## config.mk

```make
export PLATFORM = sky130hd
export DESIGN_NAME = sss_strip
export DESIGN_NICKNAME = d
export VERILOG_FILES = /design/src/rtl/sss_pkg.sv /design/src/rtl/sss_tracker.sv /design/src/rtl/sss_stat_cap.sv /design/src/rtl/sss_len_chk.sv /design/src/rtl/sss_strip.sv
export SDC_FILE = /design/constraint.sdc
export NUM_CORES = 1
export LEC_CHECK = 0
export ABC_AREA = 0
export BUFFER_PORTS_ARGS = -buffer_cell sky130_fd_sc_hd__buf_2
export CORE_MARGIN = 5
export CORE_UTILIZATION = 30
export CTS_CLUSTER_DIAMETER = 50
export CTS_CLUSTER_SIZE = 28
export DETAILED_ROUTE_END_ITERATION = 16
export PLACE_DENSITY = 0.48
export SETUP_SLACK_MARGIN = 0.05
export SLEW_MARGIN = 20
export SYNTH_ARGS = -nofsm -noshare
export SYNTH_HDL_FRONTEND = slang
export SYNTH_HIERARCHICAL = 1
export SYNTH_SLANG_ARGS = --single-unit
```

## constraint.sdc

```tcl
create_clock -name clk -period 8.4 [get_ports clk]
set_clock_uncertainty 0.05 [all_clocks]
set_input_delay 1.68 -clock clk [delete_from_list [all_inputs] [get_ports clk]]
set_output_delay 1.68 -clock clk [all_outputs]
set_load 0.03 [all_outputs]
```

## src/rtl/sss_pkg.sv

```systemverilog
package sss_pkg;
  typedef enum logic {PH_DATA = 1'b0, PH_GRP = 1'b1} phase_e;

  // byte count on the wide (interleaved) side of one page
  function automatic logic [15:0] wide_len(logic [7:0] step, logic [7:0] chunks,
                                          logic [7:0] grp);
    return 16'(chunks) * (16'(step) + 16'(grp));
  endfunction
endpackage

```

## src/rtl/sss_tracker.sv

```systemverilog
module sss_tracker
  import sss_pkg::*;
#(
  parameter int STEP_W  = 8,
  parameter int CNT_W   = 4,
  parameter int GRP_LEN = 4
) (
  input  logic              clk,
  input  logic              rst_n,
  input  logic              load,
  input  logic              load_wr,
  input  logic [STEP_W-1:0] load_step,
  input  logic [CNT_W-1:0]  load_chunks,
  input  logic              beat,
  input  logic              abort,
  output logic              active,
  output logic              mode_wr,
  output phase_e            phase,
  output logic [STEP_W-1:0] pos,
  output logic [CNT_W-1:0]  chunk,
  output logic              seg_end,
  output logic              last_chunk
);
  localparam logic [STEP_W-1:0] GRP_LAST = STEP_W'(GRP_LEN - 1);

  logic [STEP_W-1:0] step_q;
  logic [CNT_W-1:0]  nchunk_q;
  logic              load_ok;

  function automatic logic at_seg_end(phase_e ph, logic [STEP_W-1:0] p,
                                      logic [STEP_W-1:0] s);
    return (ph == PH_DATA) ? (p == s - STEP_W'(1)) : (p == GRP_LAST);
  endfunction

  assign load_ok    = (load_step != '0) && (load_chunks != '0);
  assign seg_end    = at_seg_end(phase, pos, step_q);
  assign last_chunk = (chunk == nchunk_q - CNT_W'(1));

  always_ff @(posedge clk or negedge rst_n) begin
    if (!rst_n) begin
      active   <= 1'b0;
      mode_wr  <= 1'b0;
      phase    <= PH_DATA;
      pos      <= '0;
      chunk    <= '0;
      step_q   <= '0;
      nchunk_q <= '0;
    end else if (load) begin
      active   <= load_ok;
      mode_wr  <= load_wr;
      step_q   <= load_step;
      nchunk_q <= load_chunks;
      phase    <= PH_DATA;
      pos      <= '0;
      chunk    <= '0;
    end else if (abort) begin
      active <= 1'b0;
    end else if (beat && active) begin
      if (seg_end) begin
        pos <= '0;
        if (phase == PH_DATA) begin
          phase <= PH_GRP;
        end else begin
          phase <= PH_DATA;
          chunk <= chunk + CNT_W'(1);
          if (last_chunk) active <= 1'b0;
        end
      end else begin
        pos <= pos + STEP_W'(1);
      end
    end
  end
endmodule

```

## src/rtl/sss_stat_cap.sv

```systemverilog
module sss_stat_cap #(
  parameter int CNT_W = 4
) (
  input  logic             clk,
  input  logic             rst_n,
  input  logic             take,
  input  logic [7:0]       code_in,
  input  logic [CNT_W-1:0] chunk_in,
  output logic             stat_valid,
  output logic [7:0]       stat_code,
  output logic [CNT_W-1:0] stat_chunk
);
  always_ff @(posedge clk or negedge rst_n) begin
    if (!rst_n) begin
      stat_valid <= 1'b0;
      stat_code  <= '0;
      stat_chunk <= '0;
    end else begin
      stat_valid <= take;
      if (take) begin
        stat_code  <= code_in;
        stat_chunk <= chunk_in;
      end
    end
  end
endmodule

```

## src/rtl/sss_len_chk.sv

```systemverilog
module sss_len_chk (
  input  logic clk,
  input  logic rst_n,
  input  logic clear,
  input  logic acc,
  input  logic in_last,
  input  logic fin,
  output logic err,
  output logic early
);
  assign early = acc && in_last && !fin;

  always_ff @(posedge clk or negedge rst_n) begin
    if (!rst_n)                     err <= 1'b0;
    else if (clear)                 err <= 1'b0;
    else if (acc && (in_last != fin)) err <= 1'b1;
  end
endmodule

```

## src/rtl/sss_strip.sv

```systemverilog
module sss_strip
  import sss_pkg::*;
#(
  parameter int         STEP_W    = 8,
  parameter int         CNT_W     = 4,
  parameter int         GRP_LEN   = 4,
  parameter logic [7:0] FILL_BYTE = 8'hFF
) (
  input  logic              clk,
  input  logic              rst_n,
  input  logic              cfg_load,
  input  logic              cfg_write,
  input  logic [STEP_W-1:0] cfg_step,
  input  logic [CNT_W-1:0]  cfg_chunks,
  input  logic              in_valid,
  output logic              in_ready,
  input  logic [7:0]        in_data,
  input  logic              in_last,
  output logic              out_valid,
  input  logic              out_ready,
  output logic [7:0]        out_data,
  output logic              out_last,
  output logic              stat_valid,
  output logic [7:0]        stat_code,
  output logic [CNT_W-1:0]  stat_chunk,
  output logic              len_err
);
  // named internal events
  logic              active, mode_wr, seg_end, last_chunk;
  phase_e            phase;
  logic [STEP_W-1:0] pos;
  logic [CNT_W-1:0]  chunk;
  logic              xfer_en, grp_phase, in_acc, out_acc, beat;
  logic              page_end_seg, in_fin, stat_take, early_end;

  assign xfer_en      = active && !cfg_load;
  assign grp_phase    = (phase == PH_GRP);
  assign page_end_seg = seg_end && last_chunk;

  always_comb begin
    if (!mode_wr) begin
      out_valid = xfer_en && !grp_phase && in_valid;
      in_ready  = xfer_en && (grp_phase || out_ready);
      out_data  = in_data;
    end else begin
      out_valid = xfer_en && (grp_phase || in_valid);
      in_ready  = xfer_en && !grp_phase && out_ready;
      out_data  = grp_phase ? FILL_BYTE : in_data;
    end
  end

  assign in_acc    = in_valid && in_ready;
  assign out_acc   = out_valid && out_ready;
  assign beat      = mode_wr ? out_acc : in_acc;
  assign in_fin    = page_end_seg && (mode_wr ? !grp_phase : grp_phase);
  assign out_last  = out_valid && page_end_seg && (mode_wr ? grp_phase : !grp_phase);
  assign stat_take = in_acc && !mode_wr && grp_phase && (pos == '0);

  sss_tracker #(.STEP_W(STEP_W), .CNT_W(CNT_W), .GRP_LEN(GRP_LEN)) u_trk (
    .clk(clk), .rst_n(rst_n), .load(cfg_load), .load_wr(cfg_write),
    .load_step(cfg_step), .load_chunks(cfg_chunks), .beat(beat),
    .abort(early_end), .active(active), .mode_wr(mode_wr), .phase(phase),
    .pos(pos), .chunk(chunk), .seg_end(seg_end), .last_chunk(last_chunk)
  );

  sss_stat_cap #(.CNT_W(CNT_W)) u_cap (
    .clk(clk), .rst_n(rst_n), .take(stat_take), .code_in(in_data),
    .chunk_in(chunk), .stat_valid(stat_valid), .stat_code(stat_code),
    .stat_chunk(stat_chunk)
  );

  sss_len_chk u_len (
    .clk(clk), .rst_n(rst_n), .clear(cfg_load), .acc(in_acc),
    .in_last(in_last), .fin(in_fin), .err(len_err), .early(early_end)
  );
endmodule

```

; After elaboration in Yosys (flattened, before gate mapping)
; Index checks and enable logic that the tools add are counted.
; Widths: inputs -> output; s select.
[totals]
word_cells = 91
latch_bits = 0
regBits = 41
ramBits = 0
memories = 0
out_inout_bits = 25
romBits = 0
[op_classes]
magnitude_cmp = 0
mux = 30
add_sub_neg = 4
shift = 0
n_mul = 0
n_div = 0
bitwise = 0
n_reduce_logical = 41
eq_ne = 5
[ops]
columns = op, count
row1 = $mux 8, 6
row2 = $logic_and 1x1->1, 20
row3 = $mux 4, 5
row4 = $mux 1, 19
row5 = $reduce_bool 3->1, 4
row6 = $add 8x1->8 const B, 1
row7 = $eq 8x2->1 const B, 1
row8 = $eq 8x8->1, 1
row9 = $logic_not 8->1, 1
row10 = $reduce_and 4->1, 2
row11 = $reduce_bool 2->1, 4
row12 = $reduce_bool 8->1, 1
row13 = $sub 8x1->8 const B, 1
row14 = $add 4x1->4 const B, 1
row15 = $eq 4x4->1, 1
row16 = $logic_not 1->1, 4
row17 = $reduce_bool 4->1, 1
row18 = $sub 4x1->4 const B, 1
row19 = $reduce_and 3->1, 1
row20 = $logic_or 1x1->1, 2
row21 = $ne 2x2->1 const B, 1
row22 = $reduce_and 2->1, 1
row23 = $ne 1x1->1, 1

; Logic depth before layout (Yosys ltp)
; Gate-level depths: netlist of the first run.
[depth]
depth_word = 11
ltp_mapped = 18
depth_no_buf = 16

; Cells and area by module
; The synthesis of the first run kept the hierarchy.
[modules_own_cells]
columns = mod, cells_each, area_each_um2, n_inst, seq_area_each_um2
row1 = sss_tracker, 180, 1650.3, 1, 675.6
row2 = sss_stat_cap, 26, 509.2, 1, 325.3
row3 = sss_strip, 31, 201.4, 1, 0.0
row4 = sss_len_chk, 6, 63.8, 1, 25.0

; Worst setup path after synthesis of the first run
; Ideal clock, no wire load.
[synth_timing]
kind = flip-flop to output port
startpoint = reg u_trk.step_q[2]
endpoint = out out_last
path_stages_with_launch = 11
path_buffers = 2
arrival_ns = 3.163
setup_slack_ns = 3.507
path_cell_list = dfrtp_1 -> or4_1 -> or4_1 -> mux2i_1 -> xnor2_1 -> a211o_1 -> buf_2 -> clkbuf_1 -> inv_1 -> nand2_1 -> a211oi_1
[synth_between]
elab_chain_cells = 6
[synth_lines]
columns = item, line_no
row1 = from (decl), sss_tracker.sv:26  ; logic [STEP_W-1:0] step_q;
row2 = from (signal assigned), sss_tracker.sv:51  ; step_q <= load_step;
row3 = $sub 8x1->8, sss_tracker.sv:32  ; return (ph == PH_DATA) ? (p == s - STEP_W'(1)) : (p == GRP_LAST);
row4 = $eq 8x8->1, sss_tracker.sv:32
row5 = $mux 1, sss_tracker.sv:32
row6 = named net seg_end, sss_strip.sv:29  ; logic active, mode_wr, seg_end, last_chunk;
row7 = $logic_and 1x1->1, sss_strip.sv:38  ; assign page_end_seg = seg_end && last_chunk;
row8 = $logic_and 1x1->1 (2 in a row), sss_strip.sv:56  ; assign out_last = out_valid && page_end_seg && (mode_wr ? grp_phase : !grp_phase);
row9 = to (decl), sss_strip.sv:22  ; output logic out_last,
; The timed path passes the listed nets, and every way through them passes these cells.

; Final worst setup path of the first run
; Ends and elaborated chain as after synthesis.

==> impl_metrics.ini, run 1 <==
[routing]
viasPerCell = 4.91
firstDrtPassIters = 4
first_iter_violations = 33
drc = 0
vias = 1933
ant_nets = 0
wl_per_cell_um = 14.0
wl_um = 5510

[cells_and_area]
layout-drive-gt1-share = 0.298
final_common_cell = buf_2
fill_cells = 797
num-nets-final = 322
regArea_sq_um = 1030
n_antenna_cell = 0
syn2layout_area_growth_pct = 20.2
multi_input_area_sq_um = 1320
mostFrequentLayoutCells = 51 x buf_2, 41 x dfrtp_1, 21 x nand2_1, 15 x nand2b_1

[floorplanning]
io_pins = 52
die-area_sq_um = 9980
fp.dieH_um = 99.9
start_util = 0.311
die_width_um = 99.9
core_sq_um = 7810
core.rowCount = 32

[power]
switching_share = 0.255
p_comb_frac = 0.142
power.switching_mw = 0.122
p_int_mw = 0.357
pwr-share-clk = 0.403
total_power_mw = 0.480
ir_drop_mv = 0.0849
powerDensity_nw_per_um2 = 164
leakage_nw = 1.30
power_frac_seq = 0.455

[flow_run]
max_cap_violations = 0

[worst_hold_path]
min_path_type = reg -> reg
min_from = u_cap/stat_code[2]

[grt]
grt-ovfl-total = 0
grt_max_degree = 42
track_usage = 0.115
grt_pass1_vias = 1919
antenna_found_initial = 0
grt_pass1_wl_um = 9420

[synthesis]
syn_nets = 274
ys_ff_latch = 41
synth_area_sq_um = 2420
synthMuxAreaShare = 0.125
synth_xor_xnor_area_share = 0.0578
syn_avg_cell_area_sq_um = 9.98
yosys_warnings = 6
synth_edf_count = 0
syn_inst = 243
yosys.cell_types.count = 47
ys_seq_area_frac = 0.423
synthAdderAreaFrac = 0.0206
synth-compound-area-share = 0.115
synth_top_family_by_area = simple AND/OR/NAND/NOR gates
async_flop_share = 1.00
synth-simple-area-share = 0.224
ys.flop_type = dfrtp_1

[sta]
tns_ns = 0
maxSlewHeadroom = 0.390
fmax_ghz = 0.201
rsz0062_at_grt = false
maxSlewViolCount = 0
setup_violations = 0
hold_viol_final = 0
min_period_ns = 4.98
period_share = 0.593
tightest_slew_ns = 0.916

[setup_path]
end_kind = output port
worst_setup_path_start_kind = flip-flop
cp_max_fo = 19
crit_type = reg -> out
r2r-start = u_trk/step_q[2]
critical_path_arrival_ns = 3.25
crit_start = u_trk/step_q[2]
cp_data_required_time_ns = 6.67

[placed_design]
io_buffers = 51
place.gp.congestion = 0.706
dp_hpwl_um = 3950

[clock_network]
postCtsSetupBuffers = 0
clk_pin_slew_worst_paths_ns = 0.08
cts_buffers = 5
clk_latency_ns = 0.30
cts_root_buffer = clkbuf_8
cts_buffer_depth = 2
ctsHoldBuffers = 0
cts_resized = 0
cts.sinks = 41
cts_tree = yes
ctsHtreeMaxLevel = 2

[outcome]
status = completed
==> synthesized netlist by cell type (2+ instances only) <==
cell type  instances  share of area
inv_1              9          0.014
clkbuf_1           9          0.014
ha_1               4          0.021
nand3_1            9          0.019
nand3b_1           4          0.012
mux2_4            10          0.062
nand2_1           21          0.033
nand4_1            3         0.0077
nor2_1             8          0.012
nor2b_1            2         0.0052
mux2_2            11          0.051
o211ai_1           2         0.0062
nor3_1             8          0.017
mux2i_1            3          0.012
a21oi_1           12          0.025
a31oi_1            5          0.013
dfrtp_1           41           0.42
xor2_1             4          0.014
nor4_1             4          0.010
o21ai_0           11          0.023
or3_1              3         0.0077
xnor2_1           12          0.043
o31ai_1            3         0.0093
nor3b_1            3         0.0093
or4_1              6          0.019
nand2b_1          15          0.039
==> stage by stage <==
stage          cells  setup WS [ns]  hold slack (ns)  cell area [sq um]  utilization
2_1_floorplan    243           3.51            0.446               2420            -
3_3_place_gp     385           3.79            0.437               2770        0.354
3_5_place_dp     385           3.73            0.438               2770        0.354
4_1_cts          393           3.38            0.461               2900        0.372
5_1_grt          394           3.16            0.476               2920        0.373
6_report         394           3.42            0.455               2920        0.373
==> worst max-delay path, stage by stage (launching register included) <==
cell and delay (ns):
dfrtp_1 0.44, or4_1 0.56, o21ai_0 0.33, o211ai_1 0.14, o32a_1 0.34, a211o_1 0.50
inv_1 0.12, nand2_1 0.08, a211oi_1 0.22, buf_2 0.23
==> final cells by class <==
cell class,instances,share of cell area
Clock inverter,3,0.0236
Sequential cell,41,0.352
Inverter,9,0.0116
Tap cell,102,0.0438
Timing Repair Buffer,52,0.0914
Clock buffer,5,0.0236
Multi-Input combinational cell,182,0.454
==> worst paths after layout <==
path                                      end  slack, ns  cells past startpoint
max in group asynchronous   u_trk/nchunk_q[1]       6.26                      1
setup / recovery                     out_last       3.42                      9
hold / removal             u_cap/stat_code[2]       0.46                      1
hold reg to reg            u_cap/stat_code[2]       0.46                      1
min in group asynchronous        u_trk/pos[2]       1.47                      1
setup reg to reg               u_trk/chunk[1]       3.88                     13
==> logic make-up (layout without fill, tap and decap cells) <==
group | after synthesis | in the layout
and+or+nand+nor | 95 | 95
muxes | 24 | 24
xor gates and xnor gates | 16 | 16
DFF | 41 | 41
buffers and inverters | 20 | 69
adders and majority gates | 4 | 4
AOI/OAI and AO/OA | 43 | 43
==> routing by layer <==
layer	vias up	track usage	part of all wire
met5	-	0	0
met4	0	0.0252	0.0082
met3	5	0.0278	0.053
met2	46	0.191	0.46
met1	911	0.152	0.48
li1	971	-	-
==> registers in the layout, summed over array words and instances (netlist names), 4 cells and up <==
| signal | flops |
|---|---|
| u_trk/chunk | 4 |
| u_cap/stat_code | 8 |
| u_trk/nchunk_q | 4 |
| u_trk/step_q | 8 |
| u_cap/stat_chunk | 4 |
| u_trk/pos | 8 |
==> power by group through the flow <==
stage               Clock, mW  Sequential, mW  Combinational [mW]
floorplan                   0           0.218              0.0485
global placement            0           0.222              0.0695
detailed placement          0           0.222              0.0696
CTS                     0.201           0.218              0.0700
global route            0.208           0.220              0.0767
finish                  0.193           0.218              0.0683
Power figures use the tool's default switching activity.
==> run 2: changes to the inputs <==
==> constraint.sdc (replaced) <==
create_clock -name clk -period 4.77 [get_ports clk]
set_clock_uncertainty 0.05 [all_clocks]
set_input_delay 0.954 -clock clk [delete_from_list [all_inputs] [get_ports clk]]
set_output_delay 0.954 -clock clk [all_outputs]
set_load 0.03 [all_outputs]
==> impl_metrics.ini, run 2 (synthesis gave the netlist of run 1 again) <==
[clock_network]
cts_buffer_depth = 2
cts_tree = yes
cts_resized = 0
cts.sinks = 41
ctsHtreeMaxLevel = 2
clk_latency_ns = 0.29
cts_root_buffer = clkbuf_8
cts_buffers = 5
ctsHoldBuffers = 0
clk_pin_slew_worst_paths_ns = 0.08
postCtsSetupBuffers = 0

[setup_path]
cp.buffers_inverters = 2
end_kind = output port
cp_data_required_time_ns = 3.77
crit_chain = or4_1 > o21ai_0 > o211ai_1 > o32a_1 > a211o_1 > inv_1 > nand2_1 > a211oi_1 > buf_2
critical_path_arrival_ns = 2.99
slowest_delay_ns = 0.56
cp_max_fo = 6
cpLargestDelayFamily = compound AO/OA/AOI/OAI gates
crit_type = reg -> out
worst_setup_path_start_kind = flip-flop
cp_slowest_cell = or4_1

[placed_design]
place.gp.congestion = 0.753
dp_hpwl_um = 4210
io_buffers = 51

[cells_and_area]
syn2layout_area_growth_pct = 20.3
n_antenna_cell = 0
top_regs = u_cap/stat_code x8, u_trk/pos x8, u_trk/step_q x8
layout-drive-gt1-share = 0.303
fill_cells = 800
final_common_cell = buf_2
mostFrequentLayoutCells = 50 x buf_2, 41 x dfrtp_1, 21 x nand2_1, 15 x nand2b_1
num-nets-final = 324

[power]
total_power_mw = 0.804
powerDensity_nw_per_um2 = 275
ir_drop_mv = 0.117
leakage_nw = 1.30

[floorplanning]
fp.dieH_um = 99.9
core_sq_um = 7810
die_width_um = 99.9
die-area_sq_um = 9980
core.rowCount = 32
start_util = 0.311
io_pins = 52

[sta]
hold-worst-slack_ns = 0.455
min_period_ns = 4.00
tns_ns = 0
fmax_ghz = 0.250
hold_viol_final = 0
period_share = 0.838
maxSlewHeadroom = 0.497
maxSlewViolCount = 0
rsz0062_at_grt = false
setup_violations = 0
tightest_slew_ns = 0.747

[grt]
track_usage = 0.118
grt-ovfl-total = 0
grt_pass1_vias = 1913
grt_max_degree = 42
antenna_found_initial = 0
grt_pass1_wl_um = 9450

[routing]
drc = 0
vias = 1951
ant_nets = 0
wl_per_cell_um = 14.5
viasPerCell = 4.93
wl_um = 5750
first_iter_violations = 105
firstDrtPassIters = 4

[worst_hold_path]
min_path_type = reg -> reg

[flow_run]
max_cap_violations = 0

[outcome]
status = completed
## run 2: path summary, 6_finish.rpt
| path | from | to | slack (ns) | cells past startpoint |
|---|---|---|---|---|
| max | u_trk/step_q[2] | out_last | 0.77 | 9 |
| min | u_cap/stat_code[5] | u_cap/stat_code[5] | 0.45 | 1 |
| max reg2reg | u_trk/step_q[2] | u_trk/chunk[3] | 0.86 | 13 |
| min reg2reg | u_cap/stat_code[5] | u_cap/stat_code[5] | 0.45 | 1 |
| max in group asynchronous | rst_n | u_trk/pos[4] | 3.69 | 1 |
| min in group asynchronous | rst_n | u_cap/stat_code[3] | 0.59 | 1 |
## run 2: layout make-up
class / count / area [sq um] / area share
clock buffers: 6 / 82.6 / 0.0283
clock inverters: 2 / 37.5 / 0.0129
inverters: 9 / 33.8 / 0.0116
multi-input cells: 182 / 1320 / 0.454
flip-flops and latches: 41 / 1030 / 0.352
well taps: 102 / 128 / 0.0437
repair buffers: 54 / 287 / 0.0982
## run 2: power breakdown
part | switching (mW) | internal (mW) | total [mW]
Combinational | 0.0674 | 0.0567 | 0.124
Clock | 0.126 | 0.170 | 0.296
Sequential | 0.0214 | 0.362 | 0.384
## run 2: metal layers
layer | track usage | up-vias | share of wire
met5 | 0 | - | 0
met4 | 0.0326 | 0 | 0.0078
met3 | 0.0285 | 6 | 0.059
met2 | 0.183 | 49 | 0.45
met1 | 0.163 | 923 | 0.48
li1 | - | 973 | -
## run 2: stage by stage
| stage | worst slack, ns | utilization | cell area [sq um] | instances |
|---|---|---|---|---|
| after floorplan | 0.603 | - | 2420 | 243 |
| after global placement | 0.969 | 0.356 | 2780 | 387 |
| after detailed placement | 0.887 | 0.356 | 2780 | 387 |
| after CTS | 0.730 | 0.372 | 2900 | 395 |
| after global routing | 0.534 | 0.374 | 2920 | 396 |
| final | 0.771 | 0.374 | 2920 | 396 |
==> run 3: changes to the inputs <==
--- a/config.mk
+++ b/config.mk
@@ -12,7 +12,7 @@
 export CTS_CLUSTER_DIAMETER = 50
 export CTS_CLUSTER_SIZE = 28
 export DETAILED_ROUTE_END_ITERATION = 16
-export PLACE_DENSITY = 0.48
+export PLACE_DENSITY = 0.5
 export SETUP_SLACK_MARGIN = 0.05
 export SLEW_MARGIN = 20
 export SYNTH_ARGS = -nofsm -noshare
==> constraint.sdc (replaced) <==
create_clock -name clk -period 3.6 [get_ports clk]
set_clock_uncertainty 0.05 [all_clocks]
set_input_delay 0.72 -clock clk [delete_from_list [all_inputs] [get_ports clk]]
set_output_delay 0.72 -clock clk [all_outputs]
set_load 0.03 [all_outputs]
==> impl_metrics.ini, run 3 (synthesis gave the netlist of run 1 again) <==
[sta]
setup_violations = 0
rsz0062_at_grt = true
fmax_ghz = 0.281
hold_viol_final = 0
tightest_slew_ns = 0.925
tns_ns = 0
period_share = 0.987
maxSlewHeadroom = 0.384
maxSlewViolCount = 0
min_period_ns = 3.55

[setup_path]
crit_chain = or4_4 > or4_4 > mux2i_2 > xnor2_1 > a211o_1 > inv_2 > nand2_2 > a211oi_2 > buf_4
r2r_slack_ns = 0.09
worst_setup_path_start_kind = flip-flop
crit_type = reg -> out
end_kind = output port
critical_path_arrival_ns = 2.78
cp_slowest_cell = or4_4
slowest_delay_ns = 0.54
cp_max_fo = 3
cpMostUsedCell = or4_4
cp_data_required_time_ns = 2.83

[routing]
firstDrtPassIters = 4
vias = 2072
viasPerCell = 4.98
ant_nets = 0
first_iter_violations = 47
wl_um = 5850
drc = 0
wl_per_cell_um = 14.1

[grt]
grt-ovfl-total = 0
grt_max_degree = 42
grt_pass1_vias = 2042
antenna_found_initial = 0
grt_pass1_wl_um = 9750
track_usage = 0.121

[worst_hold_path]
min_path_type = reg -> reg

[cells_and_area]
num-nets-final = 344
syn2layout_area_growth_pct = 29.4
mostFrequentLayoutCells = 50 x buf_2, 41 x dfrtp_1, 23 x buf_4, 19 x nand2_1, 15 x nand2b_1
top_regs = u_cap/stat_code x8, u_trk/pos x8, u_trk/step_q x8
layout-drive-gt1-share = 0.395
n_antenna_cell = 0
final_common_cell = buf_2

[clock_network]
clk_latency_ns = 0.30
ctsHtreeMaxLevel = 2
cts.sinks = 41
cts_tree = yes
cts_buffers = 5
cts_buffer_depth = 2
clk_pin_slew_worst_paths_ns = 0.08
cts_root_buffer = clkbuf_8

[power]
leakage_nw = 1.41
ir_drop_mv = 0.167
power.switching_mw = 0.298
p_int_mw = 0.849
powerDensity_nw_per_um2 = 366
total_power_mw = 1.15
switching_share = 0.260
pwr-share-clk = 0.396
p_comb_frac = 0.165
power_frac_seq = 0.439

[placed_design]
place.gp.congestion = 0.722
dp_hpwl_um = 4190
io_buffers = 51

[floorplanning]
die_width_um = 99.9
start_util = 0.311
die-area_sq_um = 9980
fp.dieH_um = 99.9
core_sq_um = 7810
core.rowCount = 32
io_pins = 52

[outcome]
status = completed

[flow_run]
max_cap_violations = 0
==> run 3: cell types whose count changed in the layout (fill, tap and decap cells not counted), sizes merged <==
cell | before | now
clkbuf | 7 | 5
bufinv | 1 | 2
buf | 53 | 74
inv | 9 | 10
clkinvlp | 1 | 0
==> run 3: per-layer routing <==
layer / share of wire / global-route usage / wire, um
met5: 0 / 0 / 0
met4: 0.022 / 0.0536 / 129
met3: 0.070 / 0.0327 / 407
met2: 0.46 / 0.200 / 2720
met1: 0.44 / 0.147 / 2590
==> run 3: what timing repair did <==
item,CTS,global route
endpoints found under the hold margin,0,0
pin swaps,4,1
cloned,0,0
resized for setup,6,7
endpoints found under the setup margin,7,11
hold buffers,0,0
setup buffers,2,5
==> run 3: final timing paths <==
| check | startpoint | cells after the start | endpoint |
|---|---|---|---|
| min | u_cap/stat_code[3] | 1 | u_cap/stat_code[3] |
| max in group asynchronous | rst_n | 1 | u_trk/pos[7] |
| min in group asynchronous | rst_n | 1 | u_trk/nchunk_q[1] |
| max reg2reg | u_trk/step_q[5] | 13 | u_trk/chunk[2] |
| min reg2reg | u_cap/stat_code[3] | 1 | u_cap/stat_code[3] |
| max | u_trk/step_q[5] | 9 | out_last |
==> run 3: per-stage QoR <==
stage,worst slack (ns),std cells,hold WS [ns],util,area (sq um)
finish,0.0464,416,0.457,0.402,3140
global route,-0.109,416,0.473,0.402,3140
CTS,0.0244,411,0.463,0.393,3070
detailed placement,0.0509,401,0.437,0.372,2900
global placement,0.0881,401,0.437,0.372,2900
floorplan,-0.0794,243,0.374,-,2460
==> run 3: cell type report <==
cell class	count	area (sq um)
tap	102	128
inverter	9	33.8
multi-input combinational	182	1380
clock inverter	3	68.8
sequential	41	1030
fill	809	4670
timing repair buffer	74	434
clock buffer	5	68.8
==> run 3: critical path, delay by kind of cell (launching register included) <==
family          cells  cell delay (ns)
compound gates      2             0.47
xor+xnor            1             0.12
buf+inv             2             0.26
flops               1             0.38
mux                 1             0.22
simple gates        3             1.04
==> run 3: power by group through the flow <==
stage,Combinational (mW),Clock [mW],Sequential (mW)
after floorplan,0.115,0,0.510
after global placement,0.180,0,0.512
after detailed placement,0.180,0,0.512
after CTS,0.186,0.472,0.504
after global routing,0.210,0.487,0.508
final,0.189,0.454,0.504
